[src/rtl/xah_pkg.sv]
package xah_pkg;
  typedef enum logic {
    MST_NARROW = 1'b0,
    MST_WIDE   = 1'b1
  } master_e;
endpackage

[src/rtl/xah_port_capture.sv]
// Holds the byte written to the extended-address port.
// The write completes when the qualifier ends; bus-reset clear has priority.
module xah_port_capture #(
  parameter int W = 8
) (
  input  logic         clk,
  input  logic         rst,
  input  logic         bus_reset_i,
  input  logic         opt_clr_on_reset_i,
  input  logic         port_hit_i,
  input  logic         out_cycle_i,
  input  logic         wr_act_i,
  input  logic [W-1:0] data_i,
  output logic [W-1:0] held_o
);
  logic         qual;
  logic         qual_d;
  logic [W-1:0] data_hold;
  logic         wr_done;
  logic         clr_req;

  assign qual    = port_hit_i & out_cycle_i & wr_act_i;
  assign wr_done = qual_d & ~qual;
  assign clr_req = bus_reset_i & opt_clr_on_reset_i;

  always_ff @(posedge clk) begin
    if (rst) begin
      qual_d    <= 1'b0;
      data_hold <= '0;
      held_o    <= '0;
    end else begin
      qual_d <= qual;
      if (qual) data_hold <= data_i;
      if (clr_req)      held_o <= '0;
      else if (wr_done) held_o <= data_hold;
    end
  end
endmodule

[src/rtl/xah_nib_select.sv]
// Per-bit choice between the held byte and the wide master's own lines.
module xah_nib_select #(
  parameter int W     = 8,
  parameter int OWN_W = 4
) (
  input  xah_pkg::master_e mst_i,
  input  logic [W-1:0]     held_i,
  input  logic [OWN_W-1:0] own_i,
  output logic [W-1:0]     sel_o
);
  for (genvar i = 0; i < W; i++) begin : g_bit
    if (i < OWN_W) begin : g_own
      assign sel_o[i] = (mst_i == xah_pkg::MST_WIDE) ? own_i[i] : held_i[i];
    end else begin : g_held
      assign sel_o[i] = held_i[i];
    end
  end
endmodule

[src/rtl/xah_out_stage.sv]
// Registered output byte (reloads on the latch pulse) and registered enable.
module xah_out_stage #(
  parameter int W = 8
) (
  input  logic         clk,
  input  logic         rst,
  input  logic         ale_i,
  input  logic [W-1:0] sel_i,
  input  logic         bus_reset_i,
  input  logic         dma_addr_off_i,
  input  logic         opt_ignore_dma_i,
  output logic [W-1:0] addr_o,
  output logic         oe_o
);
  logic drop;
  assign drop = bus_reset_i | (dma_addr_off_i & ~opt_ignore_dma_i);

  always_ff @(posedge clk) begin
    if (rst) begin
      addr_o <= '0;
      oe_o   <= 1'b0;
    end else begin
      if (ale_i) addr_o <= sel_i;
      oe_o <= ~drop;
    end
  end
endmodule

[src/rtl/xaddr_hi_drive.sv]
module xaddr_hi_drive #(
  parameter int HI_W  = 8,
  parameter int OWN_W = 4
) (
  input  logic             clk,
  input  logic             rst,
  input  logic             bus_reset_i,
  input  logic             dma_addr_off_i,
  input  logic             opt_clr_on_reset_i,
  input  logic             opt_ignore_dma_i,
  input  logic             port_hit_i,
  input  logic             out_cycle_i,
  input  logic             wr_act_i,
  input  logic [HI_W-1:0]  data_i,
  input  logic             ale_i,
  input  logic             wide_master_i,
  input  logic [OWN_W-1:0] wide_nib_i,
  output logic [HI_W-1:0]  ext_addr_o,
  output logic             ext_addr_oe_o
);
  xah_pkg::master_e mst;
  logic [HI_W-1:0]  held_byte;
  logic [HI_W-1:0]  sel_byte;

  assign mst = xah_pkg::master_e'(wide_master_i);

  xah_port_capture #(.W(HI_W)) u_cap (
    .clk                (clk),
    .rst                (rst),
    .bus_reset_i        (bus_reset_i),
    .opt_clr_on_reset_i (opt_clr_on_reset_i),
    .port_hit_i         (port_hit_i),
    .out_cycle_i        (out_cycle_i),
    .wr_act_i           (wr_act_i),
    .data_i             (data_i),
    .held_o             (held_byte)
  );

  xah_nib_select #(.W(HI_W), .OWN_W(OWN_W)) u_sel (
    .mst_i  (mst),
    .held_i (held_byte),
    .own_i  (wide_nib_i),
    .sel_o  (sel_byte)
  );

  xah_out_stage #(.W(HI_W)) u_out (
    .clk              (clk),
    .rst              (rst),
    .ale_i            (ale_i),
    .sel_i            (sel_byte),
    .bus_reset_i      (bus_reset_i),
    .dma_addr_off_i   (dma_addr_off_i),
    .opt_ignore_dma_i (opt_ignore_dma_i),
    .addr_o           (ext_addr_o),
    .oe_o             (ext_addr_oe_o)
  );
endmodule

[config.mk]
export PLATFORM = sky130hd
export DESIGN_NAME = xaddr_hi_drive
export DESIGN_NICKNAME = d
export VERILOG_FILES = /design/src/rtl/xah_pkg.sv /design/src/rtl/xah_port_capture.sv /design/src/rtl/xah_nib_select.sv /design/src/rtl/xah_out_stage.sv /design/src/rtl/xaddr_hi_drive.sv
export SDC_FILE = /design/constraint.sdc
export NUM_CORES = 1
export LEC_CHECK = 0
export ABC_AREA = 1
export BUFFER_PORTS_ARGS = -buffer_cell sky130_fd_sc_hd__buf_2
export CELL_PAD_IN_SITES_DETAIL_PLACEMENT = 1
export CELL_PAD_IN_SITES_GLOBAL_PLACEMENT = 2
export CORE_UTILIZATION = 29
export CTS_BUF_LIST = sky130_fd_sc_hd__clkbuf_8
export CTS_CLUSTER_DIAMETER = 60
export DETAILED_ROUTE_END_ITERATION = 16
export GPL_ROUTABILITY_DRIVEN = 0
export PLACE_DENSITY = 0.85
export SLEW_MARGIN = 20
export SYNTH_ARGS = -nofsm -noshare
export SYNTH_HDL_FRONTEND = slang
export SYNTH_SLANG_ARGS = --single-unit
[constraint.sdc]
create_clock -name clk -period 1.3 [get_ports clk]
set_clock_uncertainty 0.2 [all_clocks]
set_input_delay 0.13 -clock clk [delete_from_list [all_inputs] [get_ports clk]]
set_output_delay 0.13 -clock clk [all_outputs]
set_load 0.02 [all_outputs]
==> reports/qor.csv <==
stage;metric;value;unit
route;DR WL/cell;11.7;microns
placement;placed cell areas;1250;sq um
die;Placement Rows;21;
final_layout;P&R area growth vs syn;32.2;%
timing;PnR worst setup slack;0.102;ns
grt;initial antenna violation count;0;
synth;Compound-Gate Fraction of Synth Area;11.1;%
final_layout;most frequent cells in the layout;nand2_1 (36), buf_2 (29), dfxtp_1 (26);
power;Cell Pwr Density;1030;nW/um^2
die;CORE AREA;3470;sq um
worst_setup_path;critical path type;in2reg;
die;die area;4020;sq um
worst_setup_path;Worst EP required;1.30;ns
route;Vias/cell;4.58;
grt;M2 GR Usage;27.1;%
clock_network;Clock Sinks;26;
final_layout;ratio of cells with drive above 1 in the final layout;20.4;%
grt;GRT met1 Usage;17.2;%
synth;combinational family with the most area after synthesis;simple AND/OR/NAND/NOR gates;
timing;slew of the pin with the lowest slew margin;0.395;ns
timing;Hold WS;0.0230;ns
timing;FMAX;0.835;GHz
final_layout;Fill cells;438;
clock_network;Setup Buffers After CTS;0;
synth;sequential area share after synthesis;47.5;%
clock_network;CTS root buf;clkbuf_8;
final_layout;final std cells w/o fill;227;
final_layout;post-layout util;41.7;%
final_layout;design area;1450;sq um
placement;DP HPWL;1.87;mm
route;ANT nets after route;0;
clock_network;Worst-Skew Late Latency;0.26;ns
die;die height;63.4;microns
grt;GR Util met3;3.99;%
synth;Adder-Cell Fraction of Synth Area;0;%
timing;RSZ-0062 raised after global routing;no;
placement;PortBufs;31;
power;Final Power;1.48;mW
route;drt total wl;2.66;mm
grt;final global-route overflow total;0;
clock_network;clock-pin slew on the worst setup and hold paths;0.08;ns
timing;fin. max-slew vios;0;
synth;Synth Warn #;0;
worst_setup_path;Crit. End Element;flop;
die;Die X;63.4;microns
synth;flop and latch count out of synthesis;26;
grt;global-route wire length before repair;4.75;mm
timing;Final Setup Violations;0;
worst_setup_path;worst-path fanout max;8;
synth;Gate Count Post-Synth;139;
synth;post-synthesis xor/xnor area fraction;0;%
route;Iteration-0 DRC Markers;37;
route;TritonRoute pass-1 iters;3;
final_layout;nets;206;
synth;Syn Nets;162;
placement;Placement Setup Slack;0.106;ns
placement;Inst Count DP;210;
clock_network;H-Tree Depth;1;
worst_setup_path;startpoint types;primary input;
hold_path;Hold Crit Class;in2reg;
run;MaxCap Viol Count;0;
synth;mux contribution to synthesized area;0;%
grt;All-Layer GR Usage;14.8;%
synth;synthesized area per cell;7.88;sq um
clock_network;CTS max path bufs;2;
timing;slew margin rel.;73.7;%
timing;total negative slack;0;ns
grt;vias in the first global route;1092;
die;IO Pins;32;
die;Initial Utilization;31.6;%
clock_network;number of buffers created by CTS;3;
synth;Synth cell types;13;
worst_setup_path;Worst EP arrival;1.20;ns
timing;Final period util;92.1;%
timing;minimum clock period;1.20;ns
grt;GR peak layer;met2;
outcome;outcome;finished clean;
synth;Mapped Area;1090;sq um
final_layout;most common cell after layout, fill and taps aside;nand2_1;
route;DR vias;1039;
grt;largest net degree at the start of global routing;25;
power;Peak supply drop;0.491;mV
route;post-route DRC violation count;0;
synth;Synth Area in Simple Gates;31.7;%
power;leakage;0.639;nW
final_layout;ant diodes;0;
clock_network;CTS tree;yes;
timing;final hold viol count;0;
[Yosys cell counts (all sizes together)]
library cell  instances  area share, %
nand3                 5            3.4
a21oi                19            9.7
inv                   8            2.7
a211oi                2            1.4
nand4                 8            4.6
nand2                36             12
nor2                 19            6.5
nand3b                7            4.8
dfxtp                26             48
buf                   9            7.0
[routing by layer]
metal	share of wire (%)	up-vias
met5	0	-
li1	-	540
met1	45	465
met2	49	29
met3	4.6	5
met4	0.71	0
[what timing repair did]
action,4_1_cts,5_1_grt
gates resized for setup,0,1
endpoints found under the hold margin,14,0
endpoints found under the setup margin,0,1
hold buffers,16,0
[report_power, final]
part	switching [mW]	internal, mW	leakage [nW]
Sequential	0.0133	0.822	0.212
Combinational	0.115	0.102	0.405
Clock	0.225	0.207	0.0216
Total	0.353	1.13	0.639
[logic make-up (layout without fill, tap and decap cells)]
logic type	count (synthesis)	in the layout
buffers and inverters	17	59
flip-flops	26	26
AO/OA/AOI/OAI	21	21
AND/OR/NAND/NOR	75	75
[path summary, 6_finish.rpt]
kind                      startpoint            endpoint  slack, ns  depth (start not counted)
setup reg to reg        u_cap.qual_d     u_cap.held_o[2]       0.12                          4
setup / recovery  opt_clr_on_reset_i     u_cap.held_o[4]       0.10                          4
hold / removal         wide_master_i     u_out.addr_o[2]       0.02                          5
hold reg to reg   u_cap.data_hold[3]  u_cap.data_hold[3]       0.26                          2
[registers in the layout, indices dropped and copies added, names as in the netlist]
name and cells:
u_out.addr_o 8, u_cap.qual_d 1, u_cap.held_o 8, u_out.oe_o 1, u_cap.data_hold 8
[critical path, cell delays in order]
cell and delay (ns):
dlygate4sd3_1 0.58, a21oi_4 0.26, nand2_1 0.11, nor2_1 0.12
[final cells by class]
| type | count | area (sq um) | area share (%) |
|---|---|---|---|
| repair buffers | 48 | 330 | 22.8 |
| well taps | 46 | 57.6 | 3.98 |
| flip-flops and latches | 26 | 520 | 36.0 |
| inverters | 8 | 30.0 | 2.07 |
| clock buffers | 3 | 41.3 | 2.85 |
| multi-input cells | 96 | 468 | 32.3 |
(Power assumes the default switching activity.)
